--- config.mk ---
export PLATFORM = sky130hd
export DESIGN_NAME = dual_match_timer
export DESIGN_NICKNAME = d
export VERILOG_FILES = /design/src/rtl/dmt_pkg.sv /design/src/rtl/dmt_counter.sv /design/src/rtl/dmt_irq.sv /design/src/rtl/dual_match_timer.sv
export SDC_FILE = /design/constraint.sdc
export NUM_CORES = 1
export LEC_CHECK = 0
export BUFFER_PORTS_ARGS = -buffer_cell sky130_fd_sc_hd__buf_2
export CAP_MARGIN = 15
export CORE_MARGIN = 5
export CORE_UTILIZATION = 35
export CTS_CLUSTER_DIAMETER = 200
export CTS_CLUSTER_SIZE = 14
export DETAILED_ROUTE_END_ITERATION = 8
export MAX_ROUTING_LAYER = met4
export PLACE_DENSITY_LB_ADDON = 0.25
export SETUP_SLACK_MARGIN = 0.5
export SYNTH_ARGS = -nofsm -noshare
export SYNTH_HDL_FRONTEND = slang
export SYNTH_SLANG_ARGS = --single-unit
--- constraint.sdc ---
create_clock -name clk_i -period 3.9 [get_ports clk_i]
set_input_delay 0.39 -clock clk_i [delete_from_list [all_inputs] [get_ports clk_i]]
set_output_delay 0.39 -clock clk_i [all_outputs]
set_load 0.02 [all_outputs]
--- src/rtl/dmt_pkg.sv ---
package dmt_pkg;
  localparam int unsigned CTL_W = 5;
  localparam logic [2:0] MODE_ZERO = 3'd0;
  localparam logic [2:0] MODE_FREE = 3'd7;

  typedef struct packed {
    logic       stop;
    logic       up;
    logic [2:0] mode;
  } ctl_t;
endpackage

--- src/rtl/dmt_counter.sv ---
module dmt_counter
  import dmt_pkg::*;
#(
  parameter int unsigned CNT_W     = 16,
  parameter int unsigned DIV_W     = 16,
  parameter int unsigned NUM_MATCH = 6
) (
  input  logic                 clk_i,
  input  logic                 rst_ni,
  input  logic                 val_we_i,
  input  logic                 div_we_i,
  input  logic                 ctl_we_i,
  input  logic [CNT_W-1:0]     val_wdata_i,
  input  logic [DIV_W-1:0]     div_wdata_i,
  input  ctl_t                 ctl_wdata_i,
  input  logic [CNT_W-1:0]     match_i [NUM_MATCH],
  output logic [CNT_W-1:0]     cnt_o,
  output logic [DIV_W-1:0]     div_o,
  output ctl_t                 ctl_o,
  output logic                 step_o,
  output logic [CNT_W-1:0]     next_o
);
  logic [CNT_W-1:0] cnt_q, nxt, tgt;
  logic [DIV_W-1:0] div_q, psc_q;
  ctl_t             ctl_q;
  logic             tick, has_tgt, at_tgt, step, hit;

  assign tick = !ctl_q.stop && (psc_q >= div_q);
  assign nxt  = ctl_q.up ? cnt_q + CNT_W'(1) : cnt_q - CNT_W'(1);

  always_comb begin
    has_tgt = 1'b1;
    tgt     = '0;
    if (ctl_q.mode == MODE_FREE) begin
      has_tgt = 1'b0;
    end else if (ctl_q.mode != MODE_ZERO) begin
      has_tgt = 1'b0;
      for (int n = 0; n < NUM_MATCH; n++) begin
        if (int'(ctl_q.mode) == n + 1) begin
          has_tgt = 1'b1;
          tgt     = match_i[n];
        end
      end
    end
  end

  assign at_tgt = has_tgt && (cnt_q == tgt);
  assign step   = tick && !at_tgt;
  assign hit    = step && has_tgt && (nxt == tgt);

  always_ff @(posedge clk_i or negedge rst_ni) begin
    if (!rst_ni) begin
      cnt_q <= '0;
      div_q <= '0;
      psc_q <= '0;
      ctl_q <= '{stop: 1'b1, up: 1'b0, mode: MODE_ZERO};
    end else begin
      if (div_we_i) div_q <= div_wdata_i;

      if (ctl_we_i)        psc_q <= '0;
      else if (tick)       psc_q <= '0;
      else if (!ctl_q.stop) psc_q <= psc_q + DIV_W'(1);

      if (val_we_i)  cnt_q <= val_wdata_i;
      else if (step) cnt_q <= nxt;

      if (ctl_we_i)                   ctl_q      <= ctl_wdata_i;
      else if (tick && (at_tgt || hit)) ctl_q.stop <= 1'b1;
    end
  end

  assign cnt_o  = cnt_q;
  assign div_o  = div_q;
  assign ctl_o  = ctl_q;
  assign step_o = step && !val_we_i;
  assign next_o = nxt;


  stop_hold_chk: assert property (@(posedge clk_i) disable iff (!rst_ni)
    (ctl_q.stop && !val_we_i) |=> $stable(cnt_q));


  tgt_stop_chk: assert property (@(posedge clk_i) disable iff (!rst_ni)
    (tick && has_tgt && cnt_q == tgt && !ctl_we_i) |=> ctl_q.stop);


  free_step_chk: assert property (@(posedge clk_i) disable iff (!rst_ni)
    (tick && ctl_q.mode == MODE_FREE && !val_we_i)
      |=> cnt_q == ($past(ctl_q.up) ? $past(cnt_q) + CNT_W'(1) : $past(cnt_q) - CNT_W'(1)));
endmodule

--- src/rtl/dmt_irq.sv ---
module dmt_irq #(
  parameter int unsigned NUM_SRC = 6
) (
  input  logic               clk_i,
  input  logic               rst_ni,
  input  logic [NUM_SRC-1:0] set_i,
  input  logic               clr_we_i,
  input  logic [NUM_SRC-1:0] clr_i,
  input  logic               mask_we_i,
  input  logic [NUM_SRC-1:0] mask_wdata_i,
  output logic [NUM_SRC-1:0] status_o,
  output logic [NUM_SRC-1:0] mask_o,
  output logic               irq_o
);
  logic [NUM_SRC-1:0] status_q, mask_q, clr;

  assign clr = clr_we_i ? clr_i : '0;

  always_ff @(posedge clk_i or negedge rst_ni) begin
    if (!rst_ni) begin
      status_q <= '0;
      mask_q   <= '0;
    end else begin
      status_q <= (status_q & ~clr) | set_i;  // new events win over a clear
      if (mask_we_i) mask_q <= mask_wdata_i;
    end
  end

  assign status_o = status_q;
  assign mask_o   = mask_q;
  assign irq_o    = |(status_q & mask_q);


  w1c_chk: assert property (@(posedge clk_i) disable iff (!rst_ni)
    (clr_we_i && |(clr_i & ~set_i)) |=> ((status_q & $past(clr_i & ~set_i)) == '0));


  set_sticky_chk: assert property (@(posedge clk_i) disable iff (!rst_ni)
    (|set_i) |=> ((status_q & $past(set_i)) == $past(set_i)));
endmodule

--- src/rtl/dual_match_timer.sv ---
module dual_match_timer
  import dmt_pkg::*;
#(
  parameter int unsigned CNT_W  = 16,
  parameter int unsigned DIV_W  = 16,
  parameter int unsigned DATA_W = 32,
  parameter int unsigned ADDR_W = 6
) (
  input  logic              clk_i,
  input  logic              rst_ni,
  input  logic              req_i,
  input  logic              we_i,
  input  logic [ADDR_W-1:0] addr_i,
  input  logic [DATA_W-1:0] wdata_i,
  output logic [DATA_W-1:0] rdata_o,
  output logic              irq_o
);
  localparam int unsigned NUM_TMR   = 2;
  localparam int unsigned NUM_MATCH = 6;
  localparam int unsigned REGS_TMR  = 3;
  localparam int unsigned MATCH_W0  = NUM_TMR * REGS_TMR;
  localparam int unsigned STAT_W0   = MATCH_W0 + NUM_MATCH;
  localparam int unsigned MASK_W0   = STAT_W0 + 1;
  localparam int unsigned WORD_W    = ADDR_W - 2;

  logic [WORD_W-1:0] word;
  logic              wr;
  logic [CNT_W-1:0]  match_q [NUM_MATCH];
  logic [CNT_W-1:0]  cnt     [NUM_TMR];
  logic [DIV_W-1:0]  div     [NUM_TMR];
  ctl_t              ctl     [NUM_TMR];
  logic [CNT_W-1:0]  nxt     [NUM_TMR];
  logic [NUM_TMR-1:0] step;
  logic [NUM_MATCH-1:0] set, status, mask;
  logic unused_bits;

  assign word = addr_i[ADDR_W-1:2];
  assign wr   = req_i && we_i;
  assign unused_bits = ^{addr_i[1:0], wdata_i[DATA_W-1:CNT_W]};

  for (genvar t = 0; t < NUM_TMR; t++) begin : g_tmr
    dmt_counter #(.CNT_W(CNT_W), .DIV_W(DIV_W), .NUM_MATCH(NUM_MATCH)) u_cnt (
      .clk_i       (clk_i),
      .rst_ni      (rst_ni),
      .val_we_i    (wr && int'(word) == t * REGS_TMR),
      .div_we_i    (wr && int'(word) == t * REGS_TMR + 1),
      .ctl_we_i    (wr && int'(word) == t * REGS_TMR + 2),
      .val_wdata_i (wdata_i[CNT_W-1:0]),
      .div_wdata_i (wdata_i[DIV_W-1:0]),
      .ctl_wdata_i (ctl_t'(wdata_i[CTL_W-1:0])),
      .match_i     (match_q),
      .cnt_o       (cnt[t]),
      .div_o       (div[t]),
      .ctl_o       (ctl[t]),
      .step_o      (step[t]),
      .next_o      (nxt[t])
    );
  end

  for (genvar n = 0; n < NUM_MATCH; n++) begin : g_match
    always_ff @(posedge clk_i or negedge rst_ni) begin
      if (!rst_ni)                                  match_q[n] <= '0;
      else if (wr && int'(word) == MATCH_W0 + n)    match_q[n] <= wdata_i[CNT_W-1:0];
    end

    always_comb begin
      set[n] = 1'b0;
      for (int t = 0; t < NUM_TMR; t++)
        if (step[t] && nxt[t] == match_q[n]) set[n] = 1'b1;
    end
  end

  dmt_irq #(.NUM_SRC(NUM_MATCH)) u_irq (
    .clk_i        (clk_i),
    .rst_ni       (rst_ni),
    .set_i        (set),
    .clr_we_i     (wr && int'(word) == STAT_W0),
    .clr_i        (wdata_i[NUM_MATCH-1:0]),
    .mask_we_i    (wr && int'(word) == MASK_W0),
    .mask_wdata_i (wdata_i[NUM_MATCH-1:0]),
    .status_o     (status),
    .mask_o       (mask),
    .irq_o        (irq_o)
  );

  always_comb begin
    rdata_o = '0;
    for (int t = 0; t < NUM_TMR; t++) begin
      if (int'(word) == t * REGS_TMR)     rdata_o = DATA_W'(cnt[t]);
      if (int'(word) == t * REGS_TMR + 1) rdata_o = DATA_W'(div[t]);
      if (int'(word) == t * REGS_TMR + 2) rdata_o = DATA_W'(ctl[t]);
    end
    for (int n = 0; n < NUM_MATCH; n++)
      if (int'(word) == MATCH_W0 + n) rdata_o = DATA_W'(match_q[n]);
    if (int'(word) == STAT_W0) rdata_o = DATA_W'(status);
    if (int'(word) == MASK_W0) rdata_o = DATA_W'(mask);
  end


  irq_src_chk: assert property (@(posedge clk_i) disable iff (!rst_ni)
    irq_o |-> (status & mask) != '0);
endmodule

# Word level (Yosys, flattened, before mapping)

Index checks and enable logic that the tools add are counted.

Register bits after elaboration: 214
Input bits: 42
Output and inout port bits: 33
Logic and storage cells: 209

$add $sub $neg: 6
$lt $le $gt $ge: 2
Equal/unequal tests: 45
Muxes and demuxes: 75
Bitwise logic cells: 4
Reduce and logical (&&, ||, !) cells: 57

Operator list:

| cell                                                   | count |
|---|---|
| 2-to-1 mux 16 bit                                      | 29 |
| 2-to-1 mux 32 bit                                      | 13 |
| equality test 16 bit                                   | 16 |
| adder 16 x 1 -> 16 bit (second input constant)         | 4 |
| logical AND 1 bit                                      | 41 |
| greater-or-equal comparator 16 bit                     | 2 |
| 2-to-1 mux 1 bit                                       | 32 |
| subtractor 16 x 1 -> 16 bit (second input constant)    | 2 |
| equality test 3 bit (second input constant)            | 10 |
| equality test 4 bit (second input constant)            | 6 |
| equality test 4 x 3 -> 1 bit (second input constant)   | 4 |
| bitwise AND 6 bit                                      | 2 |
| equality test 3 x 2 -> 1 bit (second input constant)   | 4 |
| equality test 4 x 2 -> 1 bit (second input constant)   | 2 |
| nonzero test 2 bit                                     | 4 |
| zero test 1 bit                                        | 6 |
| 2-to-1 mux 6 bit                                       | 1 |
| inequality test 3 x 2 -> 1 bit (second input constant) | 2 |
| NOT 6 bit                                              | 1 |
| OR 6 bit                                               | 1 |
| nonzero test 3 bit                                     | 2 |
| OR reduction 6 bit                                     | 1 |
| equality test 4 x 1 -> 1 bit (second input constant)   | 1 |
| zero test 4 bit                                        | 1 |
| logical OR 1 bit                                       | 2 |

# Longest topological paths before layout

Gate-level depths: netlist (run 1).

Word-level depth: 19
Gate-level depth with buffers: 14

# Cells and area by module

Synthesis (run 1) repeated with hierarchy kept, for this count alone.

Cells, all modules: 2143
Area, all modules: 19082.1 um^2

Modules (own cells, without submodules):

| module                       | instances | cells each | area an instance (um^2) | sequential area each (um^2) |
|---|---|---|---|---|
| dual_match_timer             | 1         | 873        | 8170.3                  | 2402.3 |
| dmt_counter (g_tmr[1].u_cnt) | 1         | 651        | 5457.7                  | 1327.5 |
| dmt_counter (g_tmr[0].u_cnt) | 1         | 584        | 4957.3                  | 1327.5 |
| dmt_irq                      | 1         | 35         | 496.7                   | 300.3 |

# Worst setup path before layout (run 1)

Ideal clock, no wire load.

Kind: register to register
Start point: register g_tmr[1].u_cnt.ctl_q (netlist bit g_tmr[1].u_cnt.ctl_o[3])
End point: register u_irq.status_q[0] (netlist: u_irq.status_o[0])
Library setup time: 65 ps
Arrival: 3409 ps
Data required time: 3835 ps
Path slack: 426 ps
Stages on the path, launching flop included: 12
Path buffers: 0
Clock period less this slack: 3474 ps
Cell sequence: dfrtp_1 > inv_1 > ha_1 > xnor2_1 > xnor2_1 > nand3_1 > or4_1 > or4_1 > nor3_1 > nand4_1 > nor4_2 > a211o_1

Longest elaborated chain between the ends: 5

RTL lines:

| element                  | RTL line               | RTL |
|---|---|---|
| start: declaration       | dmt_counter.sv:25      | `ctl_t ctl_q;` |
| start signal: assignment | dmt_counter.sv:56      | `ctl_q <= '{stop: 1'b1, up: 1'b0, mode: MODE_ZERO};` |
| start signal: assignment | dmt_counter.sv:67      | `if (ctl_we_i) ctl_q <= ctl_wdata_i;` |
| 2-to-1 mux 16 bit        | dmt_counter.sv:29      | `assign nxt = ctl_q.up ? cnt_q + CNT_W'(1) : cnt_q - CNT_W'(1);` |
| equality test 16 bit     | dual_match_timer.sv:69 | `if (step[t] && nxt[t] == match_q[n]) set[n] = 1'b1;` |
| logical AND 1 bit        | dual_match_timer.sv:69 |  |
| 2-to-1 mux 1 bit         | dual_match_timer.sv:69 |  |
| OR 6 bit                 | dmt_irq.sv:24          | `status_q <= (status_q & ~clr) \| set_i;` |
| end signal: assignment   | dmt_irq.sv:24          |  |
| end: declaration         | dmt_irq.sv:15          | `logic [NUM_SRC-1:0] status_q, mask_q, clr;` |

Every way passes these cells.
A chain may end at the register's enable or synchronous reset.

# Final worst setup path (run 1)

Start point: register g_tmr[1].u_cnt.ctl_q (netlist bit g_tmr[1].u_cnt.ctl_o[3])
End point: register u_irq.status_q[2] (netlist: u_irq.status_o[2])

Same word-level chain as after synthesis.

==> reports/metrics.yaml, run 1 <==
timing:
  finalCritPeriodShare_pct: 86.8
  setup_viol: 0
  fin_crit_ns: 3.39
  finalSetupTns_ns: 0
  rsz0062_at_grt: "yes"
  hold_violations: 0
  fmax_ghz: 0.295
  whs_ns: 0.245
  skew_ns: 0.0295
  tightest_slew_ns: 0.953
  slew_violations: 0
  slew_headroom_pct: 36.4
clock_tree:
  clk_latency_ns: 0.55
  cts_tree: "done"
  htree_num_levels: 1
  clockRootBuffer: "clkbuf_16"
  numCtsBuffers: 19
  max-clock-path-buffers: 3
  clk_pin_slew_worst_paths_ns: 0.09
  cts_sinks: 214
logic_synthesis:
  synth_compound_area_share_pct: 21.7
  synth_seq_cells: 214
  syn_area_per_cell_um2: 8.49
  ys_seq_area_share_pct: 27.2
  synthesis.area_mm2: 0.0197
  synth-main-ff-cell: "dfrtp_1"
  synth_top_family_by_area: "compound AO/OA/AOI/OAI gates"
  synth_xor_area_share_pct: 12.2
  synth_fa_ha_area_share_pct: 4.13
  synthArstFlopShare_pct: 100
  synth_edf_count: 0
  synth-simple-area-share_pct: 16.6
  yosys_warnings: 0
  synthMuxAreaShare_pct: 11.8
  synth_cell_types: 108
  syn_inst: 2323
grt:
  grt_pass1_vias: 19056
  grt_overflow_total: 0
  gr-usage-all-layers_pct: 32.3
  antenna_found_initial: 1
  grt_first_pass_wirelength_um: 141000
  grt_max_degree: 113
finish:
  drive_above_1_share_pct: 29.0
  utilization_pct: 43.2
  final_cell_area_mm2: 0.0243
  finalNonFillerCells: 3274
  nets: 2610
  areaGrowthSynthToFinish_pct: 23.0
power:
  ir_drop_v: 0.000346
  p_leak_nw: 9.87
  power_density_mw_per_mm2: 834
die:
  ios: 75
  core_mm2: 0.0562
  rows: 87
  die-area_mm2: 0.0612
  fp.dieW_um: 247
  fp.dieH_um: 247
  start_util_pct: 35.1
critical_path:
  crit_family: "simple AND/OR/NAND/NOR gates"
  slowest_delay_ns: 0.58
  critical_path_buf_inv_count: 5
  cp.depth: 14
  end_kind: "flop"
  path_max_fanout: 7
  path_class: "reg2reg"
  cp_slowest_cell: "fa_2"
  cp_cell_sequence: "buf_6 -> fa_2 -> buf_6 -> xor2_1 -> nand4_1 -> a2111oi_2 -> buf_4 -> nand4_1 -> nor4b_2 -> buf_4 -> nand4_1 -> nor4_2 -> buf_4 -> a211o_1"
  start_kind: "flop"
  worstRegToRegCells: 14
  required_ns: 4.38
  cp.arrival_ns: 3.87
placement:
  dp.cells: 3173
  dp_hpwl_um: 76200
  gp_congestion: 1.02
  buffer_ports.inserted: 40
  dpl_cell_area_mm2: 0.0219
routing:
  drc_errors: 0
  vias: 20264
  drtIter0Drc: 2636
  drtPass1Iterations: 6
  routed_wl_um: 100000
  via_per_inst: 6.19
  ant_nets: 0
  wl_per_cell_um: 30.6
outcome:
  status: "complete, no violations"
min_path:
  holdCritPathClass: "in2reg"
  whs_path_depth: 3
run:
  drv_cap: 0
-- worst reg2reg max path, cell delays in order, from the launching register on --
cell and delay (ns):
dfrtp_1 0.42, buf_6 0.14, fa_2 0.58, buf_6 0.17
xor2_1 0.18, nand4_1 0.17, a2111oi_2 0.31, buf_4 0.19
nand4_1 0.10, nor4b_2 0.31, buf_4 0.16, nand4_1 0.15
nor4_2 0.22, buf_4 0.15, a211o_1 0.09
-- placed cells by master, fill, tap and decap left out, drive strengths merged, types with 70 or more instances in the layout --
master,synthesis,layout
o21ai,220,220
buf,93,354
a21oi,108,108
xor2,101,101
nand2,203,203
inv,69,70
mux2,136,136
xnor2,160,160
nor2,119,119
dfrtp,212,212
-- synth_stat cells (all sizes together), types with 62 or more instances --
cell type | instances | area, um^2
nand2 | 203 | 769
dfrtp | 212 | 5310
xnor2 | 160 | 1480
o21ai | 220 | 1100
clkbuf | 118 | 452
inv | 69 | 259
mux2i | 69 | 691
buf | 93 | 548
nor2 | 119 | 454
xor2 | 101 | 933
a21oi | 108 | 559
mux2 | 136 | 1530
ha | 62 | 776
-- state kept, by name (all words and copies together) (netlist names) --
| signal | count |
|---|---|
| g_tmr.u_cnt.psc_q | 32 |
| u_irq.mask_o | 6 |
| match_q | 96 |
| g_tmr.u_cnt.ctl_o | 10 |
| g_tmr.u_cnt.div_o | 32 |
| g_tmr.u_cnt.cnt_o | 32 |
| u_irq.status_o | 6 |
-- report_power, final --
part,switching [W],internal (W)
Sequential,0.00111,0.00269
Clock,0.000952,0.000927
Combinational,0.00827,0.00628
Total,0.0103,0.00989
-- layout make-up --
class,count,area [um^2]
fillers,5665,31900
multi-input cells,1844,14400
flip-flops and latches,214,5370
repair buffers,356,2760
well taps,756,946
clock buffers,32,524
inverters,69,263
clock inverters,2,20.0
diodes,1,2.50
-- metrics by stage --
step / total power, W / setup WS, ns
2_1_floorplan: 0.0111 / 0.513
3_3_place_gp: 0.0158 / -0.123
3_5_place_dp: 0.0158 / -0.0309
4_1_cts: 0.0186 / 0.429
5_1_grt: 0.0212 / 0.385
6_report: 0.0202 / 0.513
-- worst paths after layout --
check / start / end / slack, ns
setup / recovery: g_tmr[1].u_cnt.ctl_o[3] / u_irq.status_o[2] / 0.51
min in group asynchronous: rst_ni / match_q[17] / 0.55
hold reg to reg: g_tmr[0].u_cnt.psc_q[15] / g_tmr[0].u_cnt.psc_q[15] / 0.49
hold / removal: wdata_i[7] / g_tmr[0].u_cnt.cnt_o[7] / 0.24
setup reg to reg: g_tmr[1].u_cnt.ctl_o[3] / u_irq.status_o[2] / 0.51
max in group asynchronous: rst_ni / g_tmr[1].u_cnt.ctl_o[4] / 2.36
-- logic make-up (layout without fill, tap and decap cells) --
| group | Yosys count | in the layout |
|---|---|---|
| compound gates | 635 | 635 |
| xor+xnor | 261 | 261 |
| fa+ha+maj | 64 | 64 |
| buf+inv | 280 | 459 |
| flops | 214 | 214 |
| mux | 210 | 210 |
| other cells | 1 | 17 |
| simple gates | 658 | 658 |
-- routing by layer --
metal,track usage [%],vias up,share of wire (%)
li1,-,8755,-
met5,-,-,0
met1,44.7,10114,43
met3,4.42,271,8.2
met2,48.5,1124,44
met4,11.7,0,5.1
-- what timing repair did --
item | in CTS | in global routing
pin swaps | 33 | 61
endpoints found under the hold margin | 3 | 0
hold buffers | 1 | 0
buffers inserted | 16 | 49
gates resized for setup | 108 | 143
cloned | 0 | 0
setup endpoints to repair | 41 | 46
No activity file was read; power rests on OpenSTA's default activity.
==> run 2: changes to the inputs <==
--- a/config.mk
+++ b/config.mk
@@ -7,10 +7,10 @@
 export LEC_CHECK = 0
 export BUFFER_PORTS_ARGS = -buffer_cell sky130_fd_sc_hd__buf_2
 export CAP_MARGIN = 15
+export CORE_ASPECT_RATIO = 1.2
 export CORE_MARGIN = 5
-export CORE_UTILIZATION = 35
+export CORE_UTILIZATION = 25
 export CTS_CLUSTER_DIAMETER = 200
-export CTS_CLUSTER_SIZE = 14
 export DETAILED_ROUTE_END_ITERATION = 8
 export MAX_ROUTING_LAYER = met4
 export PLACE_DENSITY_LB_ADDON = 0.25
==> reports/metrics.yaml, run 2 (synthesized netlist as in run 1, its figures left out) <==
run:
  drv_cap: 0  # unchanged
finish:
  top_register: "match_q"
  finalNonFillerCells: 3585  # +9.5%
  mostFrequentLayoutCells: "302 x buf_4, 206 x dfrtp_1, 198 x nand2_1"
  antenna_cells: 0  # -1
  areaGrowthSynthToFinish_pct: 27.9
  n_fill_cell: 8170  # +44%
  mostFrequentLayoutCell: "buf_4"
  nets: 2643  # +1.3%
  largest_reg_flops: 96  # unchanged
  drive_above_1_share_pct: 30.2  # +1.2 points
critical_path:
  cp_cell_sequence: "buf_6 -> fa_2 -> buf_6 -> xnor2_4 -> buf_4 -> xnor2_4 -> nand3_1 -> or4_4 -> or4_4 -> nor3_4 -> buf_6 -> nand4_1 -> nor4_2 -> a211o_1"
  start_kind: "flop"
  r2r_setup_slack_ns: 0.43  # -0.08 ns
  path_max_fanout: 2  # -5
  worstRegToRegCells: 14  # unchanged
  r2r_start: "g_tmr[1].u_cnt.ctl_o[3]"
  path_class: "reg2reg"
  cp_slowest_cell: "or4_4"
  cp.arrival_ns: 4.03  # +0.16 ns
  slowest_delay_ns: 0.52  # -0.06 ns
  cp_common_cell: "buf_6"
  end_kind: "flop"
  critical_path_buf_inv_count: 4  # -1
  r2r-end: "u_irq.status_o[0]"
  required_ns: 4.46  # +0.08 ns
  crit_family: "simple AND/OR/NAND/NOR gates"
clock_tree:
  numCtsBuffers: 29  # +10
  cts_tree: "done"
  max-clock-path-buffers: 3  # unchanged
  clockRootBuffer: "clkbuf_16"
  cts_sinks: 214  # unchanged
  clk_latency_ns: 0.62  # +0.07 ns
  clk_pin_slew_worst_paths_ns: 0.06  # -0.03 ns
  htree_num_levels: 1  # unchanged
timing:
  finalCritPeriodShare_pct: 88.9  # +2.1 points
  fin_crit_ns: 3.47  # +0.0807 ns
  hold_violations: 0  # unchanged
  fmax_ghz: 0.288  # -2.3%
  skew_ns: 0.0407  # +0.0112 ns
  slew_violations: 0  # unchanged
  setup_viol: 0  # unchanged
  slew_headroom_pct: 44.6  # +8.1 points
  worst_slack_ns: 0.432  # -0.0807 ns
  tightest_slew_ns: 0.825  # -0.129 ns
  rsz0062_at_grt: "yes"
routing:
  routed_wl_um: 108000  # +8.0%
  via_per_inst: 5.64  # -8.8%
  drtIter0Drc: 1963  # -26%
  drtPass1Iterations: 8  # +2
  ant_nets: 0  # unchanged
  wl_per_cell_um: 30.1  # -1.4%
  vias: 20237  # -0.13%
  drc_errors: 0  # unchanged
grt:
  grt_pass1_vias: 19848  # +4.2%
  grt_max_degree: 84  # -26%
  gr-usage-all-layers_pct: 25.1  # -7.2 points
  antenna_found_initial: 1  # unchanged
  grt_overflow_total: 0  # unchanged
  grt_first_pass_wirelength_um: 151000  # +7.6%
power:
  p_leak_nw: 10.2  # +3.8%
  ir_drop_v: 0.000378  # +9.1%
  power_density_mw_per_mm2: 862  # +3.4%
placement:
  buffer_ports.inserted: 40  # unchanged
  dp.cells: 3486  # +9.9%
  gp_congestion: 1.03  # +0.46%
  place_ws_ns: -0.153  # -0.123 ns
  dp_hpwl_um: 84100  # +10%
die:
  core_mm2: 0.0781  # +39%
  die-area_mm2: 0.0847  # +38%
  fp.dieW_um: 266  # +7.7%
  rows: 112  # +29%
  fp.dieH_um: 318  # +28%
  start_util_pct: 25.3  # -9.8 points
  ios: 75  # unchanged
min_path:
  min-delay-start: "wdata_i[9]"
  holdCritPathClass: "in2reg"
  whs_path_depth: 3  # unchanged
  hold_end: "g_tmr[1].u_cnt.cnt_o[9]"
outcome:
  status: "complete, no violations"
## run 2: cell types whose count changed in the layout (fill, tap and decap cells not counted), sizes merged
cell,change
buf,+24
clkinv,+6
clkinvlp,+2
clkbuf,+6
bufinv,+4
diode,-1
## run 2: layout make-up
cell class	count	area (um^2)	share of cell area, %
Timing Repair Buffer	379	2990	11.8
Multi-Input combinational cell	1844	14300	56.7
Tap cell	1026	1280	5.09
Inverter	69	264	1.05
Sequential cell	214	5370	21.3
Clock inverter	14	201	0.798
Clock buffer	39	823	3.26
## run 2: stage by stage
step           cell area [um^2]  util [%]  hold slack, ns  TNS [ns]  power (W)
6_report                  25200      32.3           0.159         0     0.0217
5_1_grt                   25200      32.3           0.175         0     0.0227
4_1_cts                   24700      31.7           0.128         0     0.0209
3_5_place_dp              22600      29.0           0.377    -0.428     0.0164
3_3_place_gp              22600      29.0           0.366    -0.380     0.0164
2_1_floorplan             19800         -          0.0944         0     0.0111
## run 2: routing by layer
layer / global-route usage [%] / wire length [um] / vias up
met5: - / 0 / -
met2: 40.0 / 49900 / 975
met1: 30.3 / 43100 / 10089
met3: 3.18 / 6100 / 320
met4: 15.4 / 8890 / 0
li1: - / - / 8853
## run 2: repair_timing
item                                    CTS  global route
hold endpoints to repair                 50             0
resized for setup                       153            77
setup buffers                            32            13
endpoints found under the setup margin   28            52
hold buffers                              1             0
pin swaps                                45            39
## run 2: power by group
part	internal, W	leakage [nW]	total [W]	switching, W
sequential	0.00269	2.67	0.00374	0.00105
combinational	0.00650	7.07	0.0151	0.00856
clock	0.00175	0.500	0.00296	0.00121
total	0.0109	10.2	0.0217	0.0108
## run 2: tightest hold or removal path: stages
cell	delay, ns
buf_2	0.20
nand2_1	0.09
o21ai_1	0.06
## run 2: worst max path at each step
stage	start	end	slack, ns	cells after the start
final	g_tmr[1].u_cnt.ctl_o[3]	u_irq.status_o[0]	0.43	14
after global routing	g_tmr[1].u_cnt.ctl_o[3]	u_irq.status_o[2]	0.27	17
after floorplan	g_tmr[1].u_cnt.ctl_o[3]	u_irq.status_o[0]	0.51	13
after detailed placement	g_tmr[0].u_cnt.ctl_o[3]	u_irq.status_o[4]	-0.15	12
after global placement	g_tmr[0].u_cnt.ctl_o[3]	u_irq.status_o[4]	-0.18	11
after CTS	g_tmr[1].u_cnt.ctl_o[3]	u_irq.status_o[1]	0.37	16
